### src/rtl/ebw_pkg.sv
// Shared definitions for the external bus address wait inserter.
// Assumes exactly two chip-select spaces; the register layout relies on it.
package ebw_pkg;
    localparam int NUM_CS = 2;
    localparam int REG_W  = 16;
    localparam int CFG_W  = 2 * NUM_CS;

    typedef enum logic [2:0] {
        ST_IDLE,
        ST_SETUP,
        ST_T1,
        ST_HOLD,
        ST_T2,
        ST_INT
    } ebw_state_e;
endpackage

### src/rtl/ebw_cfg_reg.sv
// Wait-insertion configuration register.
// Holds the per-space setup/hold enables in the low CFG_W bits; the upper
// bits are constant ones. Assumes whole-register (16-bit) writes.
module ebw_cfg_reg
    import ebw_pkg::*;
(
    input  logic             clk,
    input  logic             rst_n,
    input  logic             we,
    input  logic [REG_W-1:0] wdata,
    output logic [REG_W-1:0] rdata,
    output logic [CFG_W-1:0] cfg
);
    localparam int HI_W = REG_W - CFG_W;

    logic [CFG_W-1:0] cfg_q;
    logic             unused_hi;

    // Store the enable bits; reset turns every wait on.
    always_ff @(posedge clk) begin
        if (!rst_n)
            cfg_q <= '1;
        else if (we)
            cfg_q <= wdata[CFG_W-1:0];
    end

    // Upper write bits have no storage behind them.
    assign unused_hi = ^wdata[REG_W-1:CFG_W];

    // Read value: constant ones above the enable field.
    always_comb begin
        rdata = {{HI_W{1'b1}}, cfg_q};
        cfg   = cfg_q;
    end

    assert_write_lands_R2: assert property (@(posedge clk) disable iff (!rst_n)
        we |=> (rdata[CFG_W-1:0] == $past(wdata[CFG_W-1:0])));
endmodule

### src/rtl/ebw_decode.sv
// Chip-select space decoder.
// Compares the page field of an address with each space's page number.
// Assumes the page numbers differ, so at most one hit bit is set.
module ebw_decode
    import ebw_pkg::*;
#(
    parameter int ADDR_W   = 16,
    parameter int PAGE_LSB = 12,
    parameter int CS0_PAGE = 1,
    parameter int CS1_PAGE = 2
) (
    input  logic [ADDR_W-1:0] addr,
    output logic [NUM_CS-1:0] hit
);
    localparam int PAGE_W = ADDR_W - PAGE_LSB;
    localparam logic [PAGE_W-1:0] PAGES [NUM_CS] = '{
        PAGE_W'(CS0_PAGE), PAGE_W'(CS1_PAGE)
    };

    logic [PAGE_LSB-1:0] unused_lo;

    // The offset inside a page does not take part in the decode.
    assign unused_lo = addr[PAGE_LSB-1:0];

    for (genvar g = 0; g < NUM_CS; g++) begin : g_space
        // One comparator per space.
        always_comb hit[g] = (addr[ADDR_W-1:PAGE_LSB] == PAGES[g]);
    end
endmodule

### src/rtl/ebw_seq.sv
// Bus-cycle sequencer.
// Steps IDLE -> [SETUP] -> T1 -> [HOLD] -> T2 (stretched by WAIT) -> IDLE
// for decoded spaces, and IDLE -> INT -> IDLE for everything else.
// The wait choices are taken from the configuration at acceptance.
// WAIT is sampled only in T2.
module ebw_seq
    import ebw_pkg::*;
#(
    parameter int ADDR_W = 16
) (
    input  logic              clk,
    input  logic              rst_n,
    input  logic              req_valid,
    input  logic [ADDR_W-1:0] req_addr,
    input  logic [NUM_CS-1:0] req_hit,
    input  logic [CFG_W-1:0]  cfg,
    input  logic              wait_in,
    output logic              req_ready,
    output logic [NUM_CS-1:0] cs_act,
    output logic              addr_strobe,
    output logic [ADDR_W-1:0] bus_addr,
    output logic              cyc_done
);
    ebw_state_e        state, state_nx;
    logic [NUM_CS-1:0] sel_q;
    logic [NUM_CS-1:0] asw_bits, ahw_bits;
    logic              ahw_q;
    logic [ADDR_W-1:0] addr_q;
    logic              accept, asw_sel, ahw_sel, in_ext;

    for (genvar g = 0; g < NUM_CS; g++) begin : g_bits
        // Split the register into per-space setup and hold enables.
        always_comb begin
            asw_bits[g] = cfg[2*g];
            ahw_bits[g] = cfg[2*g+1];
        end
    end

    // Acceptance and the wait choice of the addressed space.
    always_comb begin
        accept  = req_valid && (state == ST_IDLE);
        asw_sel = |(req_hit & asw_bits);
        ahw_sel = |(req_hit & ahw_bits);
    end

    // Next-state selection.
    always_comb begin
        state_nx = state;
        unique case (state)
            ST_IDLE:  if (accept) state_nx = (|req_hit) ? (asw_sel ? ST_SETUP : ST_T1) : ST_INT;
            ST_SETUP: state_nx = ST_T1;
            ST_T1:    state_nx = ahw_q ? ST_HOLD : ST_T2;
            ST_HOLD:  state_nx = ST_T2;
            ST_T2:    state_nx = wait_in ? ST_T2 : ST_IDLE;
            ST_INT:   state_nx = ST_IDLE;
            default:  state_nx = ST_IDLE;
        endcase
    end

    // State register.
    always_ff @(posedge clk) begin
        if (!rst_n)
            state <= ST_IDLE;
        else
            state <= state_nx;
    end

    // Latch the target space, the hold choice and the address at acceptance.
    always_ff @(posedge clk) begin
        if (!rst_n) begin
            sel_q  <= '0;
            ahw_q  <= 1'b0;
            addr_q <= '0;
        end else if (accept) begin
            sel_q  <= req_hit;
            ahw_q  <= ahw_sel;
            addr_q <= req_addr;
        end
    end

    // Output decode from the current state.
    always_comb begin
        in_ext      = state inside {ST_SETUP, ST_T1, ST_HOLD, ST_T2};
        req_ready   = (state == ST_IDLE);
        cs_act      = in_ext ? sel_q : '0;
        addr_strobe = (state == ST_T1);
        bus_addr    = addr_q;
        cyc_done    = ((state == ST_T2) && !wait_in) || (state == ST_INT);
    end

    assert_setup_ignores_wait_R6: assert property (@(posedge clk) disable iff (!rst_n)
        (state == ST_SETUP) |=> (state == ST_T1));
    assert_hold_follows_t1_R4: assert property (@(posedge clk) disable iff (!rst_n)
        (state == ST_HOLD) |-> ($past(state) == ST_T1));
    assert_hold_ignores_wait_R6: assert property (@(posedge clk) disable iff (!rst_n)
        (state == ST_HOLD) |=> (state == ST_T2));
    assert_wait_stretches_t2_R7: assert property (@(posedge clk) disable iff (!rst_n)
        ((state == ST_T2) && wait_in) |=> (state == ST_T2));
    assert_strobe_single_R8: assert property (@(posedge clk) disable iff (!rst_n)
        addr_strobe |=> !addr_strobe);
    assert_strobe_one_cs_R8: assert property (@(posedge clk) disable iff (!rst_n)
        addr_strobe |-> ($countones(cs_act) == 1));
    assert_idle_quiet_R10: assert property (@(posedge clk) disable iff (!rst_n)
        req_ready |-> ((cs_act == '0) && !addr_strobe));
endmodule

### src/rtl/ext_bus_wait_seq.sv
// External bus address wait inserter, top level.
// Connects the configuration register, the space decoder and the cycle
// sequencer. Assumes a single clock and a synchronous active-low reset.
module ext_bus_wait_seq
    import ebw_pkg::*;
#(
    parameter int ADDR_W   = 16,
    parameter int PAGE_LSB = 12,
    parameter int CS0_PAGE = 1,
    parameter int CS1_PAGE = 2
) (
    input  logic              clk,
    input  logic              rst_n,
    input  logic              reg_we,
    input  logic [15:0]       reg_wdata,
    output logic [15:0]       reg_rdata,
    input  logic              req_valid,
    input  logic [ADDR_W-1:0] req_addr,
    output logic              req_ready,
    input  logic              wait_in,
    output logic [1:0]        cs_act,
    output logic              addr_strobe,
    output logic [ADDR_W-1:0] bus_addr,
    output logic              cyc_done
);
    logic [CFG_W-1:0]  cfg;
    logic [NUM_CS-1:0] hit;

    ebw_cfg_reg u_cfg (
        .clk   (clk),
        .rst_n (rst_n),
        .we    (reg_we),
        .wdata (reg_wdata),
        .rdata (reg_rdata),
        .cfg   (cfg)
    );

    ebw_decode #(
        .ADDR_W   (ADDR_W),
        .PAGE_LSB (PAGE_LSB),
        .CS0_PAGE (CS0_PAGE),
        .CS1_PAGE (CS1_PAGE)
    ) u_dec (
        .addr (req_addr),
        .hit  (hit)
    );

    ebw_seq #(
        .ADDR_W (ADDR_W)
    ) u_seq (
        .clk         (clk),
        .rst_n       (rst_n),
        .req_valid   (req_valid),
        .req_addr    (req_addr),
        .req_hit     (hit),
        .cfg         (cfg),
        .wait_in     (wait_in),
        .req_ready   (req_ready),
        .cs_act      (cs_act),
        .addr_strobe (addr_strobe),
        .bus_addr    (bus_addr),
        .cyc_done    (cyc_done)
    );
endmodule

### config.mk
export PLATFORM = sky130hd
export DESIGN_NAME = ext_bus_wait_seq
export DESIGN_NICKNAME = d
export VERILOG_FILES = /design/src/rtl/ebw_pkg.sv /design/src/rtl/ebw_cfg_reg.sv /design/src/rtl/ebw_decode.sv /design/src/rtl/ebw_seq.sv /design/src/rtl/ext_bus_wait_seq.sv
export SDC_FILE = /design/constraint.sdc
export NUM_CORES = 1
export LEC_CHECK = 0
export ABC_AREA = 1
export CORE_MARGIN = 5
export CORE_UTILIZATION = 26
export DETAILED_ROUTE_END_ITERATION = 16
export HOLD_SLACK_MARGIN = 0.1
export PLACE_DENSITY_LB_ADDON = 0.12
export SETUP_SLACK_MARGIN = 0.4
export SLEW_MARGIN = 25
export SYNTH_ARGS = -nofsm -noshare
export SYNTH_HDL_FRONTEND = slang
export SYNTH_SLANG_ARGS = --single-unit
### constraint.sdc
create_clock -name clk -period 1.95 [get_ports clk]
set_input_delay 0.39 -clock clk [delete_from_list [all_inputs] [get_ports clk]]
set_output_delay 0.39 -clock clk [all_outputs]
set_load 0.03 [all_outputs]
Word level (Yosys, flattened, before mapping):

Index checks and enable logic that the tools add are counted.

* flip-flop bits (word level): 26
* input port bits: 37
* output and inout port bits: 37
* logic and storage cells: 31

* equal/unequal tests: 8
* multiplexer cells: 7
* bitwise operators: 2
* reduce and logical (&&, ||, !) cells: 9

Operator list (count)
* 3-bit one-hot mux with 5 select lines: 1
* 3-bit 2-to-1 mux: 4
* 3-bit by 2-bit equality test with 1-bit output (second input constant): 2
* 3-bit equality test (second input constant): 2
* 2-bit OR reduction: 3
* 2-bit AND: 2
* 4-bit by 1-bit equality test with 1-bit output (second input constant): 1
* 4-bit by 2-bit equality test with 1-bit output (second input constant): 1
* 2-bit 2-to-1 mux: 2
* 4-bit nonzero test: 1
* 3-bit by 1-bit equality test with 1-bit output (second input constant): 1
* 3-bit zero test: 1
* 1-bit logical AND: 2
* 2-bit by 1-bit != test with 1-bit output (second input constant): 1
* 1-bit zero test: 1
* 1-bit logical OR: 1

Logic depth before layout (Yosys ltp):

* word-level depth: 7
* mapped depth: 7

Cells and area by module:

A second synthesis with hierarchy kept.

* cells, all modules: 177
* area total of the unflattened synthesis: 1308.8 µm²

By module, submodules not included
* ebw_seq: instances 1, cells an instance 134, area an instance 1017.2 µm²
* ebw_cfg_reg: instances 1, cells an instance 34, area an instance 257.7 µm²
* ebw_decode: instances 1, cells an instance 9, area an instance 33.8 µm²

Worst setup path before layout:

OpenSTA, ideal clock, no wires.

* kind: input-to-output
* start point: input wait_in
* end point: output cyc_done
* data arrival time: 1171 ps
* path slack: 389 ps
* stages: 1
* path buffers: 0
* cell sequence: a211oi_1

* longest elaborated chain between the ends: 3

RTL lines
* start, declared: line ext_bus_wait_seq.sv:20 `input logic wait_in,`
* 1-bit zero test: line ebw_seq.sv:88 `cyc_done = ((state == ST_T2) && !wait_in) || (state == ST_INT);`
* 1-bit logical AND: line ebw_seq.sv:88
* 1-bit logical OR: line ebw_seq.sv:88
* end, declared: line ext_bus_wait_seq.sv:24 `output logic cyc_done`

Every way passes these cells.

Worst setup path after layout:

* start point: register u_seq.state[0]
* end point: output cs_act[0]

* longest elaborated chain between the ends: 3
* elaborated cells between the ends (all ways): 6
* classes of those cells: eq/ne (4); mux (1); reduce/logical (1)

RTL lines
* start, declared: line ebw_seq.sv:24 `ebw_state_e state, state_nx;`
* start signal, assigned: line ebw_seq.sv:65 `state <= state_nx;`
* 3-bit by 1-bit equality test with 1-bit output, or another cell as far along: line ebw_seq.sv:83 `in_ext = state inside {ST_SETUP, ST_T1, ST_HOLD, ST_T2};`
* 4-bit nonzero test *: line ebw_seq.sv:83
* 2-bit 2-to-1 mux *: line ebw_seq.sv:85 `cs_act = in_ext ? sel_q : '0;`
* end, declared: line ext_bus_wait_seq.sv:21 `output logic [1:0] cs_act,`

Every way passes the cells marked *; elsewhere a longest branch is shown, timed or not.

==> flow_metrics.py <==
metrics = {
    "logic_synthesis": {
        "postSynthAreaPerCell_um2": 7.39,
        "ys_types": 21,
        "synth-seq-area-share": 0.449,
        "syn_inst": 157,
        "syn-cell-area_mm2": 0.00116,
        "ys_seq_elements": 26,
        "synth_warnings": 0,
    },
    "run": {
        "drv_cap": 0,
    },
    "timing": {
        "fmax_mhz": 630,
        "fin_crit_ns": 1.59,
        "final-hold-violation-count": 0,
        "setup_tns_ns": 0,
        "finalMaxSlewViolations": 0,
        "setup_viol": 0,
        "rsz0062_at_grt": "true",
        "fin_crit_sh": 0.813,
        "worst_slack_ns": 0.364,
        "clock_skew_ns": 0.00143,
    },
    "grt": {
        "overflow": 0,
        "grt.total_usage": 0.101,
        "grt_max_degree": 23,
        "first_global_vias": 1121,
        "antenna_found_initial": 0,
        "grt_pass1_wl_mm": 5.04,
    },
    "worst_setup_path": {
        "reg2reg_depth": 7,
        "reg2reg_from": "u_seq.state[0]$_SDFFE_PN0P_",
        "cp_cell_sequence": "nor2_4 > nand2_2 > nand3_2 > inv_2 > nor2_2 > buf_6",
        "r2r_setup_slack_ns": 0.67,
        "startpoint_type": "register",
        "critPathRequiredTime_ns": 1.56,
        "crit_path_max_fanout": 4,
        "criticalPathCategory": "reg2out",
        "arrival_ns": 1.20,
        "r2r_end": "u_seq.bus_addr[12]$_SDFFE_PN0P_",
        "cpPeakStageDelay_ns": 0.37,
        "cp-end-kind": "output pin",
        "cp_slowest_cell": "dfxtp_4",
    },
    "die": {
        "die_x_um": 76.8,
        "die-area_mm2": 0.00590,
        "num_rows": 24,
        "die_h_um": 76.8,
        "initial_core_util": 0.266,
        "ios": 74,
        "core_area_mm2": 0.00435,
    },
    "route": {
        "via_count": 1112,
        "viasPerCell": 4.24,
        "drc": 0,
        "ant_nets": 0,
        "post_drt_wl_per_cell_um": 12.0,
        "dr.pass1.iters": 4,
        "drt_wl_total_mm": 3.14,
        "first_iter_violations": 21,
    },
    "pwr": {
        "clkPwrFrac": 0.126,
        "p_sw_frac": 0.447,
        "finalPower_mw": 2.31,
        "ir_drop_v": 0.000532,
        "p_comb_frac": 0.542,
        "power_leakage_nw": 0.815,
        "pwr-share-seq": 0.332,
        "switchingPower_mw": 1.03,
        "cellInternalPower_mw": 1.28,
        "power_density_mw_per_mm2": 1340,
    },
    "cts": {
        "insertion_delay_ns": 0.26,
        "cts_tree": "built",
        "htree_levels": 1,
        "cts.sinks": 26,
        "postCtsHoldBufs": 0,
        "cts_buffers": 3,
        "cts_buffer_depth": 2,
        "root_buffer": "clkbuf_8",
        "clk_pin_slew_ns": 0.08,
    },
    "placed_design": {
        "pre_cts_slack_ns": 0.0694,
        "placed_cell_area_mm2": 0.00165,
        "hpwl_mm": 2.34,
        "gp_congestion": 0.715,
        "numPortBuffers": 49,
    },
    "hold_path": {
        "hold_depth": 2,
        "hold_end": "u_seq.sel_q[1]$_SDFFE_PN0P_",
        "worstHoldPathType": "reg2reg",
        "min-delay-start": "u_seq.sel_q[1]$_SDFFE_PN0P_",
    },
    "final_layout": {
        "final_layout_size_suffix_gt1_frac": 0.152,
        "fin_nets": 249,
        "area_growth_pct": 48.7,
        "final_util": 0.396,
        "n_antenna_cell": 0,
        "final_area_mm2": 0.00172,
        "nFillCells": 460,
    },
    "outcome": {
        "status": "finished clean",
    },
}
==> how the worst max path moves through the flow <==
stage / startpoint / end
2_1_floorplan: u_seq.state[0]$_SDFFE_PN0P_ / cs_act[0]
5_1_grt: u_seq.state[0]$_SDFFE_PN0P_ / cs_act[0]
6_report: u_seq.state[0]$_SDFFE_PN0P_ / cs_act[0]
3_3_place_gp: u_seq.state[0]$_SDFFE_PN0P_ / cs_act[1]
3_5_place_dp: u_seq.state[0]$_SDFFE_PN0P_ / cs_act[0]
4_1_cts: u_seq.state[1]$_SDFFE_PN0P_ / cs_act[0]
==> layout make-up <==
type                            count  area [µm²]  area share
Tap cell                           52        65.1      0.0377
Timing Repair Buffer               56         515       0.299
Multi-Input combinational cell    112         526       0.305
Inverter                           13        48.8      0.0283
Clock buffer                        3        41.3      0.0239
Sequential cell                    26         528       0.306
==> power by group through the flow <==
stage                     registers [mW]  clock network, mW  logic, mW
after global placement             0.761                  0       1.18
after CTS                          0.766              0.311       1.15
final                              0.769              0.292       1.25
after global routing               0.791              0.329       1.37
after detailed placement           0.766                  0       1.20
after floorplan                    0.975                  0      0.590
==> per-layer routing <==
layer / share of wire / vias to the layer above / wire, µm / GRT usage
li1: - / 586 / - / -
met1: 0.44 / 482 / 1380 / 0.122
met2: 0.45 / 42 / 1400 / 0.160
met3: 0.11 / 2 / 341 / 0.0504
met4: 0.0051 / 0 / 16 / 0.0262
met5: 0 / - / 0 / 0
==> layout by cell type (no fill, tap or decap) <==
cell type        synthesis  layout
buf_4                   12       9
o21ai_0                 16      16
dlygate4sd2_1            0      21
dfxtp_1                 26      24
nand3_2                  1       2
nor2_4                   1       2
nand2_1                 20      18
buf_6                    3       3
inv_2                    1       4
nand2_2                  1       3
nand3_1                 11      10
o21a_1                   1       1
o21ai_1                  2       2
a211oi_2                 0       1
clkbuf_8                 0       3
conb_1                   1      12
nor2_2                   2       3
inv_1                   12       9
nand4_1                  1       1
dfxtp_4                  0       2
nor2_1                  33      31
clkdlybuf4s50_1          0      23
a21oi_1                 10      10
==> cell usage after synthesis, drive strengths merged <==
cell type / number / share of area
nor2: 36 / 0.13
dfxtp: 26 / 0.45
nand2: 21 / 0.070
o21ai: 18 / 0.078
buf: 16 / 0.11
inv: 13 / 0.042
nand3: 12 / 0.056
a21oi: 10 / 0.043
a211oi: 1 / 0.0065
clkbuf: 1 / 0.0032
conb: 1 / 0.0032
nand4: 1 / 0.0054
o21a: 1 / 0.0065
==> registers in the layout (all words and copies together) (netlist names) <==
| signal | flops |
|---|---|
| u_seq.ahw_q | 1 |
| u_seq.sel_q | 2 |
| u_seq.state | 3 |
| u_cfg.cfg | 4 |
| u_seq.bus_addr | 16 |
==> cell families after synthesis <==
logic type | Yosys count | share of synthesized area
AND/OR/NAND/NOR | 70 | 0.259
AO/OA/AOI/OAI | 30 | 0.134
buffers and inverters | 30 | 0.155
flip-flops | 26 | 0.449
other | 1 | 0.00323
==> metrics by stage <==
stage	cells	hold slack [ns]
after floorplan	168	0.442
after global placement	255	0.467
after CTS	259	0.474
after detailed placement	255	0.461
after global routing	262	0.508
final	262	0.471
==> worst max-delay path: cells and delay by family, from the launching register on <==
family / cells / cell delay (ns)
buf+inv: 2 / 0.19
flops: 1 / 0.37
simple gates: 4 / 0.39
==> timing repair <==
item                                    4_1_cts  5_1_grt
setup buffers                                 1        3
gates resized for setup                      51       12
gates cloned                                  0        0
endpoints found under the setup margin       25        5
pin swaps                                     2        3
Note: power is estimated with default switching activity, not from simulation.
